<file path="src/rtl/fdl_pkg.sv">
package fdl_pkg;

  typedef enum logic {
    ST_SEARCH = 1'b0,
    ST_LOCKED = 1'b1
  } lock_state_e;

  function automatic int frame_len(input int word_w);
    return word_w + 2;
  endfunction

endpackage

</file>
<file path="src/rtl/fdl_bit_window.sv">
module fdl_bit_window #(
  parameter int FRAME_W = 18
) (
  input  logic               clk,
  input  logic               rst,
  input  logic               bit_en,
  input  logic               bit_in,
  output logic [FRAME_W-1:0] frame_view
);

  logic [FRAME_W-2:0] hist_q;

  // newest bit sits at the top, oldest at bit 0
  assign frame_view = {bit_in, hist_q};

  always_ff @(posedge clk) begin
    if (rst) begin
      hist_q <= '0;
    end else if (bit_en) begin
      hist_q <= frame_view[FRAME_W-1:1];
    end
  end

endmodule

</file>
<file path="src/rtl/fdl_phase_ctr.sv">
module fdl_phase_ctr #(
  parameter int FRAME_W = 18,
  localparam int PW     = $clog2(FRAME_W)
) (
  input  logic          clk,
  input  logic          rst,
  input  logic          bit_en,
  input  logic          slip,
  output logic          chk_stb,
  output logic [PW-1:0] phase
);

  localparam logic [PW-1:0] LAST = PW'(FRAME_W - 1);

  logic [PW-1:0] phase_q;

  assign phase   = phase_q;
  assign chk_stb = bit_en && (phase_q == LAST);

  always_ff @(posedge clk) begin
    if (rst) begin
      phase_q <= '0;
    end else if (bit_en) begin
      if (phase_q == LAST) begin
        // holding on a failed candidate tests the next bit offset
        phase_q <= slip ? LAST : '0;
      end else begin
        phase_q <= phase_q + 1'b1;
      end
    end
  end

endmodule

</file>
<file path="src/rtl/fdl_frame_check.sv">
module fdl_frame_check #(
  parameter int WORD_W     = 16,
  localparam int FRAME_W   = WORD_W + 2
) (
  input  logic [FRAME_W-1:0] frame_view,
  output logic               frame_ok,
  output logic [WORD_W-1:0]  payload
);

  // oldest bit is the start marker, newest bit is the stop marker
  assign frame_ok = frame_view[0] && !frame_view[FRAME_W-1];

  for (genvar gi = 0; gi < WORD_W; gi++) begin : g_pay
    assign payload[gi] = frame_view[gi+1];
  end

endmodule

</file>
<file path="src/rtl/fdl_lock_ctrl.sv">
module fdl_lock_ctrl
  import fdl_pkg::*;
#(
  parameter int LOCK_RUN = 8,
  parameter int LOSS_RUN = 4,
  localparam int GW      = $clog2(LOCK_RUN + 1),
  localparam int EW      = $clog2(LOSS_RUN + 1)
) (
  input  logic        clk,
  input  logic        rst,
  input  logic        chk_stb,
  input  logic        frame_ok,
  output logic        slip,
  output logic        load_word,
  output lock_state_e state,
  output logic        valid_q,
  output logic        err_q
);

  localparam logic [GW-1:0] GOOD_LAST = GW'(LOCK_RUN - 1);
  localparam logic [EW-1:0] BAD_LAST  = EW'(LOSS_RUN - 1);

  lock_state_e   state_q;
  logic [GW-1:0] good_q;
  logic [EW-1:0] bad_q;

  assign state     = state_q;
  assign slip      = chk_stb && !frame_ok && (state_q == ST_SEARCH);
  assign load_word = chk_stb && frame_ok &&
                     ((state_q == ST_LOCKED) || (good_q == GOOD_LAST));

  always_ff @(posedge clk) begin
    if (rst) begin
      state_q <= ST_SEARCH;
      good_q  <= '0;
      bad_q   <= '0;
      valid_q <= 1'b0;
      err_q   <= 1'b0;
    end else begin
      valid_q <= load_word;
      err_q   <= 1'b0;
      if (chk_stb) begin
        unique case (state_q)
          ST_SEARCH: begin
            if (!frame_ok) begin
              good_q <= '0;
            end else if (good_q == GOOD_LAST) begin
              state_q <= ST_LOCKED;
              good_q  <= '0;
              bad_q   <= '0;
            end else begin
              good_q <= good_q + 1'b1;
            end
          end
          ST_LOCKED: begin
            if (frame_ok) begin
              bad_q <= '0;
            end else begin
              err_q <= 1'b1;
              if (bad_q == BAD_LAST) begin
                state_q <= ST_SEARCH;
                bad_q   <= '0;
                good_q  <= '0;
              end else begin
                bad_q <= bad_q + 1'b1;
              end
            end
          end
          default: state_q <= ST_SEARCH;
        endcase
      end
    end
  end

endmodule

</file>
<file path="src/rtl/framed_deser.sv">
module framed_deser
  import fdl_pkg::*;
#(
  parameter int WORD_W   = 16,
  parameter int LOCK_RUN = 8,
  parameter int LOSS_RUN = 4
) (
  input  logic              clk,
  input  logic              rst,
  input  logic              bit_en,
  input  logic              bit_in,
  output logic [WORD_W-1:0] word_data,
  output logic              word_valid,
  output logic              locked,
  output logic              frame_err
);

  localparam int FRAME_W = frame_len(WORD_W);
  localparam int PW      = $clog2(FRAME_W);

  logic [FRAME_W-1:0] frame_view;
  logic               frame_ok;
  logic [WORD_W-1:0]  payload;
  logic               chk_stb;
  logic [PW-1:0]      phase;
  logic               slip;
  logic               load_word;
  lock_state_e        state;
  logic               valid_q;
  logic               err_q;
  logic [WORD_W-1:0]  data_q;

  fdl_bit_window #(.FRAME_W(FRAME_W)) u_win (
    .clk        (clk),
    .rst        (rst),
    .bit_en     (bit_en),
    .bit_in     (bit_in),
    .frame_view (frame_view)
  );

  fdl_frame_check #(.WORD_W(WORD_W)) u_chk_frm (
    .frame_view (frame_view),
    .frame_ok   (frame_ok),
    .payload    (payload)
  );

  fdl_phase_ctr #(.FRAME_W(FRAME_W)) u_phase (
    .clk     (clk),
    .rst     (rst),
    .bit_en  (bit_en),
    .slip    (slip),
    .chk_stb (chk_stb),
    .phase   (phase)
  );

  fdl_lock_ctrl #(.LOCK_RUN(LOCK_RUN), .LOSS_RUN(LOSS_RUN)) u_lock (
    .clk       (clk),
    .rst       (rst),
    .chk_stb   (chk_stb),
    .frame_ok  (frame_ok),
    .slip      (slip),
    .load_word (load_word),
    .state     (state),
    .valid_q   (valid_q),
    .err_q     (err_q)
  );

  always_ff @(posedge clk) begin
    if (rst) begin
      data_q <= '0;
    end else if (load_word) begin
      data_q <= payload;
    end
  end

  assign word_data  = data_q;
  assign word_valid = valid_q;
  assign locked     = (state == ST_LOCKED);
  assign frame_err  = err_q;

endmodule

</file>
<file path="config.mk">
export PLATFORM = sky130hd
export DESIGN_NAME = framed_deser
export DESIGN_NICKNAME = d
export VERILOG_FILES = /design/src/rtl/fdl_pkg.sv /design/src/rtl/fdl_bit_window.sv /design/src/rtl/fdl_phase_ctr.sv /design/src/rtl/fdl_frame_check.sv /design/src/rtl/fdl_lock_ctrl.sv /design/src/rtl/framed_deser.sv
export SDC_FILE = /design/constraint.sdc
export NUM_CORES = 1
export LEC_CHECK = 0
export ABC_AREA = 0
export CORE_ASPECT_RATIO = 0.7
export CORE_UTILIZATION = 50
export DETAILED_ROUTE_END_ITERATION = 8
export PLACE_DENSITY = 0.77
export SLEW_MARGIN = 15
export SYNTH_ARGS = -nofsm -noshare
export SYNTH_HDL_FRONTEND = slang
export SYNTH_HIERARCHICAL = 1
export SYNTH_SLANG_ARGS = --single-unit
</file>
<file path="constraint.sdc">
create_clock -name clk -period 2.1 [get_ports clk]
set_input_delay 0.525 -clock clk [delete_from_list [all_inputs] [get_ports clk]]
set_output_delay 0.525 -clock clk [all_outputs]
set_load 0.02 [all_outputs]
</file>
=== Word level (Yosys, flattened, before mapping) ===
Index checks and enable logic that the tools add are counted.

* Reductions and logical operators: 12
* Muxes and demuxes: 18
* Bitwise gates (word level): 2
* Eq/ne operators: 7
* Add/sub/neg operators: 3

{| class="wikitable"
|+ Operators with widths
! operator !! number
|-
| $mux W4 || 4
|-
| $mux W3 || 4
|-
| $mux W5 || 2
|-
| $pmux W4 S2 || 1
|-
| $logic_and A1 B1 Y1 || 6
|-
| $ne A2 B2 Y1 const B || 3
|-
| $pmux W3 S2 || 1
|-
| $reduce_and A3 Y1 || 2
|-
| $add A5 B1 Y5 const B || 1
|-
| $eq A5 B5 Y1 const B || 1
|-
| $mux W1 || 5
|-
| $add A4 B1 Y4 const B || 1
|-
| $eq A4 B3 Y1 const B || 1
|-
| $add A3 B1 Y3 const B || 1
|-
| $eq A3 B2 Y1 const B || 1
|-
| $reduce_or A3 Y1 || 1
|-
| $logic_not A1 Y1 || 2
|-
| $ne A2 B1 Y1 const B || 1
|-
| $not A1 Y1 || 2
|-
| $pmux W1 S2 || 1
|-
| $logic_or A1 B1 Y1 || 1
|}

* Output and inout port bits: 19
* Flip-flop bits (word level): 48

=== Logic depth before layout (Yosys ltp) ===
* Word-level depth: 7
* Mapped depth: 11

=== By module ===
Netlist, hierarchy kept.

{| class="wikitable"
|+ Modules (own cells, without submodules)
! module !! times used !! cells an instance !! sequential area each (µm²) !! area each (µm²)
|-
| fdl_bit_window || 1 || 56 || 340.3 || 621.8
|-
| framed_deser || 1 || 52 || 320.3 || 580.6
|-
| fdl_lock_ctrl || 1 || 58 || 200.2 || 515.5
|-
| fdl_phase_ctr || 1 || 28 || 100.1 || 275.3
|-
| fdl_frame_check || 1 || 17 || 0.0 || 133.9
|}

=== Least setup slack after synthesis ===
OpenSTA, ideal clock, no wires.

* Path type: register to register
* Start point: reg u_phase.phase_q[0] (netlist: u_phase/phase[0])
* End point: reg data_q[10] (netlist: word_data[10])
* Period minus slack after synthesis: 1,958 ps
* Data arrival time: 1,840 ps
* Path buffers: 3
* Cell stages (with the launch flop): 11
* Setup time: 117 ps
* Slack: 142 ps
* Cell sequence: dfxtp_1 > ha_1 > and4bb_4 > and2_4 > buf_2 > nand2_1 > nor2_1 > buf_6 > buf_12 > mux2i_1 > nor2_1

* Word-level cells in the longest chain between the ends: 4

{| class="wikitable"
|+ RTL lines
! element !! RTL line !! text
|-
| start: declaration || fdl_phase_ctr.sv:15 || <nowiki>logic [PW-1:0] phase_q;</nowiki>
|-
| start signal: assignment || fdl_phase_ctr.sv:26 || <nowiki>phase_q <= slip ? LAST : '0;</nowiki>
|-
| start signal: assignment || fdl_phase_ctr.sv:28 || <nowiki>phase_q <= phase_q + 1'b1;</nowiki>
|-
| $eq A5 B5 Y1 || fdl_phase_ctr.sv:18 || <nowiki>assign chk_stb = bit_en && (phase_q == LAST);</nowiki>
|-
| $logic_and A1 B1 Y1 || fdl_phase_ctr.sv:18 ||
|-
| named net chk_stb || framed_deser.sv:24 || <nowiki>logic chk_stb;</nowiki>
|-
| $logic_and A1 B1 Y1 (2 in a row) || fdl_lock_ctrl.sv:29 || <nowiki>assign load_word = chk_stb && frame_ok &&</nowiki>
|-
| named net load_word || framed_deser.sv:27 || <nowiki>logic load_word;</nowiki>
|-
| end signal: assignment || framed_deser.sv:72 || <nowiki>data_q <= payload;</nowiki>
|-
| end: declaration || framed_deser.sv:31 || <nowiki>logic [WORD_W-1:0] data_q;</nowiki>
|}

The timed path passes the listed nets, and every way through them passes these cells.
A chain may end at the register's enable or synchronous reset.

=== Worst setup path in the final report ===
* Start point: reg u_phase.phase_q[1] (netlist: u_phase/phase[1])
* End point: reg data_q[1] (netlist: word_data[1])

Same word-level chain as after synthesis.

==> out/results.txt <==
The buffer and inverter count on the worst path was 2; the final clock period utilization by the worst path was 90.9%. The leakage power summed over all cells came out at 0.000875 µW. The remaining design rule violation count was 0. For this run, the register share of the synthesized area comes to 45.2%. Power comes to 1520 µW. STA puts the critical path data required time at 2280 ps. The effective utilization at floorplan was 53.3%.

After routing, the total negative slack on setup checks comes to 0 ps. Summed over all instances, the cell type with the most area after synthesis is sky130_fd_sc_hd__dfxtp_1. The critical path is of the reg -> reg type. The synthesis-to-layout area growth is 10.6%. At the later pin of the worst-skew pair, clock insertion delay measures 290 ps. Yosys mapped the design onto 41 distinct sky130hd cell types. In this run the mean area of a mapped cell was 10.1 µm².

The main flop type after synthesis is sky130_fd_sc_hd__dfxtp_1. The number of input and output port buffers inserted is 22, and the post-synthesis instance area is 2130 µm². For the standard cell core area, the log shows 3990 µm². The final net count is 227, and the via count of the first global-routing pass is 1318. Fill cells in the final layout number 346.

For the H-tree depth, the log shows 2. The highest-delay cell along the critical path was sky130_fd_sc_hd__dfxtp_1. The startpoint identified for the worst register-to-register timing path is u_phase/phase[1]. The leading cell type by number of instances after synthesis was sky130_fd_sc_hd__dfxtp_1. The depth of the most critical reg-to-reg path was 9; the count of antenna-violating nets left after detailed routing was 0.

First-pass detailed-route iteration total: 4. After detailed routing, the total wire length is 3510 µm. The tools report the number of antenna violations at the first check in global routing as 0.

The run finished with clean final reports. The clock net in this run drives a total of 48 sinks. The startpoint identified for the worst hold timing path is u_lock/good_q[1]. In this run, CTS created clock tree buffers numbering 5. Counting flops with a built-in enable in the synthesized netlist gives 0.

The repair_antennas step left the layout with diodes totalling 0. The min-delay analysis places its worst path in the category reg -> reg. The highest ir drop seen on vdd was 424 µV; the overall fraction of global-route tracks in use was 17.2%. The worst pin sits at a relative slew slack of 77.0%. The floorplan step defined a die boundary enclosing 4520 µm².

The time the final worst path needs with I/O delays and setup came out at 1910 ps. Static timing analysis puts the maximum clock frequency at 0.524 GHz. Sorting the synthesized cells by area gives the leading types as sky130_fd_sc_hd__dfxtp_1, sky130_fd_sc_hd__mux2i_1, sky130_fd_sc_hd__nor2_1, sky130_fd_sc_hd__buf_4, sky130_fd_sc_hd__ha_1.

Synthesis produced a netlist whose cell count is 211. Of all flip-flops after synthesis, the portion carrying an async set or reset was 0%. The die is 56.6 µm tall. After clock tree synthesis, the clock-pin slew on the worst setup and hold paths is 80 ps. The sum of net half-perimeters after detailed placement is 2430 µm, and the maximum number of pins on one net before global-route repair is 29. The flop and latch count out of synthesis was 48.

The global-route wire length before repair is 5930 µm. In this run the deepest clock path goes through 2 buffers. The flop-to-flop setup slack is 190 ps.

For this run the aggregate overflow at the end of global routing stands at 0. At the end of routability-driven placement, the weighted congestion stood at 0.928. The largest single stage delay on the critical path is 330 ps.

The run gives 0 as the number of pins with negative max-slew slack in the final report. Max-cap violations in this run came to 0. The share of cells above drive strength 1 was 10.9%; the number of failing setup endpoints in the final timing report was 0. Among cell families on the critical path, the largest total delay comes from simple AND/OR/NAND/NOR gates.

The maximum fanout encountered on the critical timing path came out at 16. In the synthesized netlist, the cells that appear most often are sky130_fd_sc_hd__dfxtp_1, sky130_fd_sc_hd__nor2_1, sky130_fd_sc_hd__mux2i_1. The tools report the end of the worst register-to-register path as word_data[1]. In the routed layout, each cell is associated on average with a via count of 5.21. The startpoint type of the worst setup path was a register. Traced cell by cell, the critical path runs through inv_1 > ha_1 > and4bb_4 > and2_4 > nand2_1 > nor2_2 > buf_12 > mux2i_1 > nor2_1. For hold timing, the worst endpoint is u_lock/good_q[1].

Clock skew on the completed layout was measured at 5.84 ps. Along the worst hold path, the cell count comes to 2. The synthesized netlist net count came out at 219.

Data on the critical path arrives at its endpoint at 2080 ps. The final route contains 1417 vias. For the pin with the worst max-slew slack, the measured transition is 346 ps. From left edge to right edge, the die measures 80.0 µm.

Setup repair after global routing left no endpoint under its margin. The tools report the share of the core filled with cells in the final layout as 58.9%. The detailed router finished its first iteration with 157 violations. Nature of the critical path endpoint: a register. Dividing the detail-routed wire length by the instance count gives 12.9 µm. TritonCTS built the clock tree. Buffers inserted to repair hold after CTS numbered 0. For this design the ratio of total power to cell area is 647 nW/µm².

The share of the synthesized area in the top cell type was 45.2%; the number of warnings printed during yosys synthesis was 6. The floorplan has 19 rows. The cell sitting at the root of the clock tree is a sky130_fd_sc_hd__clkbuf_8. For the hold violation count in the final report, the log shows 0. 23 I/O pins were placed.
==> power breakdown <==
part | switching (µW) | internal [µW] | total [µW]
Combinational | 35.0 | 25.9 | 60.9
Sequential | 4.98 | 915 | 920
Clock | 272 | 269 | 541
==> flip-flops by register name, summed over array words and instances (netlist names) <==
| name | flops |
|---|---|
| u_lock/bad_q | 3 |
| u_lock/err_q | 1 |
| u_lock/good_q | 4 |
| u_lock/state | 1 |
| u_lock/valid_q | 1 |
| u_phase/phase | 5 |
| u_win/hist_q | 17 |
| word_data | 16 |
==> worst max-delay path by stage <==
| stage | startpoint | endpoint | slack, ps | cells after the start |
|---|---|---|---|---|
| 3_5_place_dp | bit_en | word_data[1] | 1 | 7 |
| 6_report | u_phase/phase[1] | word_data[1] | 190 | 9 |
| 5_1_grt | u_phase/phase[1] | word_data[1] | 50 | 9 |
| 3_3_place_gp | bit_en | word_data[1] | 60 | 7 |
| 2_1_floorplan | u_phase/phase[0] | word_data[10] | 140 | 10 |
| 4_1_cts | u_phase/phase[0] | word_data[1] | 170 | 8 |
==> layout by cell type, fill, tap and decap left out, types with 3 or more instances in the layout <==
cell,synthesis,routed
sky130_fd_sc_hd__dfxtp_1,48,47
sky130_fd_sc_hd__nand2_1,5,5
sky130_fd_sc_hd__buf_4,17,7
sky130_fd_sc_hd__clkbuf_8,0,6
sky130_fd_sc_hd__nor2_1,39,38
sky130_fd_sc_hd__clkdlybuf4s50_1,0,22
sky130_fd_sc_hd__a21oi_1,6,6
sky130_fd_sc_hd__inv_1,4,4
sky130_fd_sc_hd__nand4_1,3,3
sky130_fd_sc_hd__nand3_1,4,4
sky130_fd_sc_hd__nor3_1,3,3
sky130_fd_sc_hd__mux2i_1,33,33
sky130_fd_sc_hd__nand2b_1,3,3
sky130_fd_sc_hd__ha_1,4,4
==> per-stage QoR <==
step                      hold WS, ps  worst slack, ps  std cells  cell area [µm²]
final                             489              192        272             2350
after global routing              519             52.9        272             2350
after floorplan                   456              142        211             2130
after global placement            473             56.7        264             2260
after CTS                         493              168        272             2350
after detailed placement          481             1.23        264             2260
==> what timing repair did <==
item / in CTS / in global routing
resized for setup: 0 / 1
buffers inserted: 0 / 0
endpoints found under the setup margin: 0 / 1
==> worst register-to-register path, delay by kind of cell (launching register included) <==
kind	cells	cell delay, ps
AND/OR/NAND/NOR	5	840
buffers and inverters	2	270
multiplexers	1	220
adder cells (fa/ha/maj)	1	160
flip-flops	1	330
==> metal layers <==
layer  up-vias  global-route usage, %  wire [µm]
met3         2                   6.02        204
met4         0                   6.12         31
li1        724                      -          -
met5         -                      0          0
met2        39                   24.5       1450
met1       652                   23.9       1820
==> final cells by class <==
type / count / area [µm²] / share of cell area, %
clock buffer: 8 / 90.1 / 3.83
inverter: 6 / 22.5 / 0.957
multi-input combinational: 128 / 921 / 39.1
sequential: 48 / 962 / 40.9
tap: 52 / 65.1 / 2.76
timing repair buffer: 30 / 293 / 12.4
==> cells by family after synthesis <==
kind of cell / Yosys count / synth area share, %
muxes: 33 / 15.5
buffers and inverters: 35 / 11.6
adders and majority gates: 4 / 2.35
AOI/OAI and AO/OA: 18 / 6.82
DFF: 48 / 45.2
and+or+nand+nor: 71 / 17.6
xor gates and xnor gates: 2 / 0.824
Note: power is estimated with default switching activity, not from simulation.
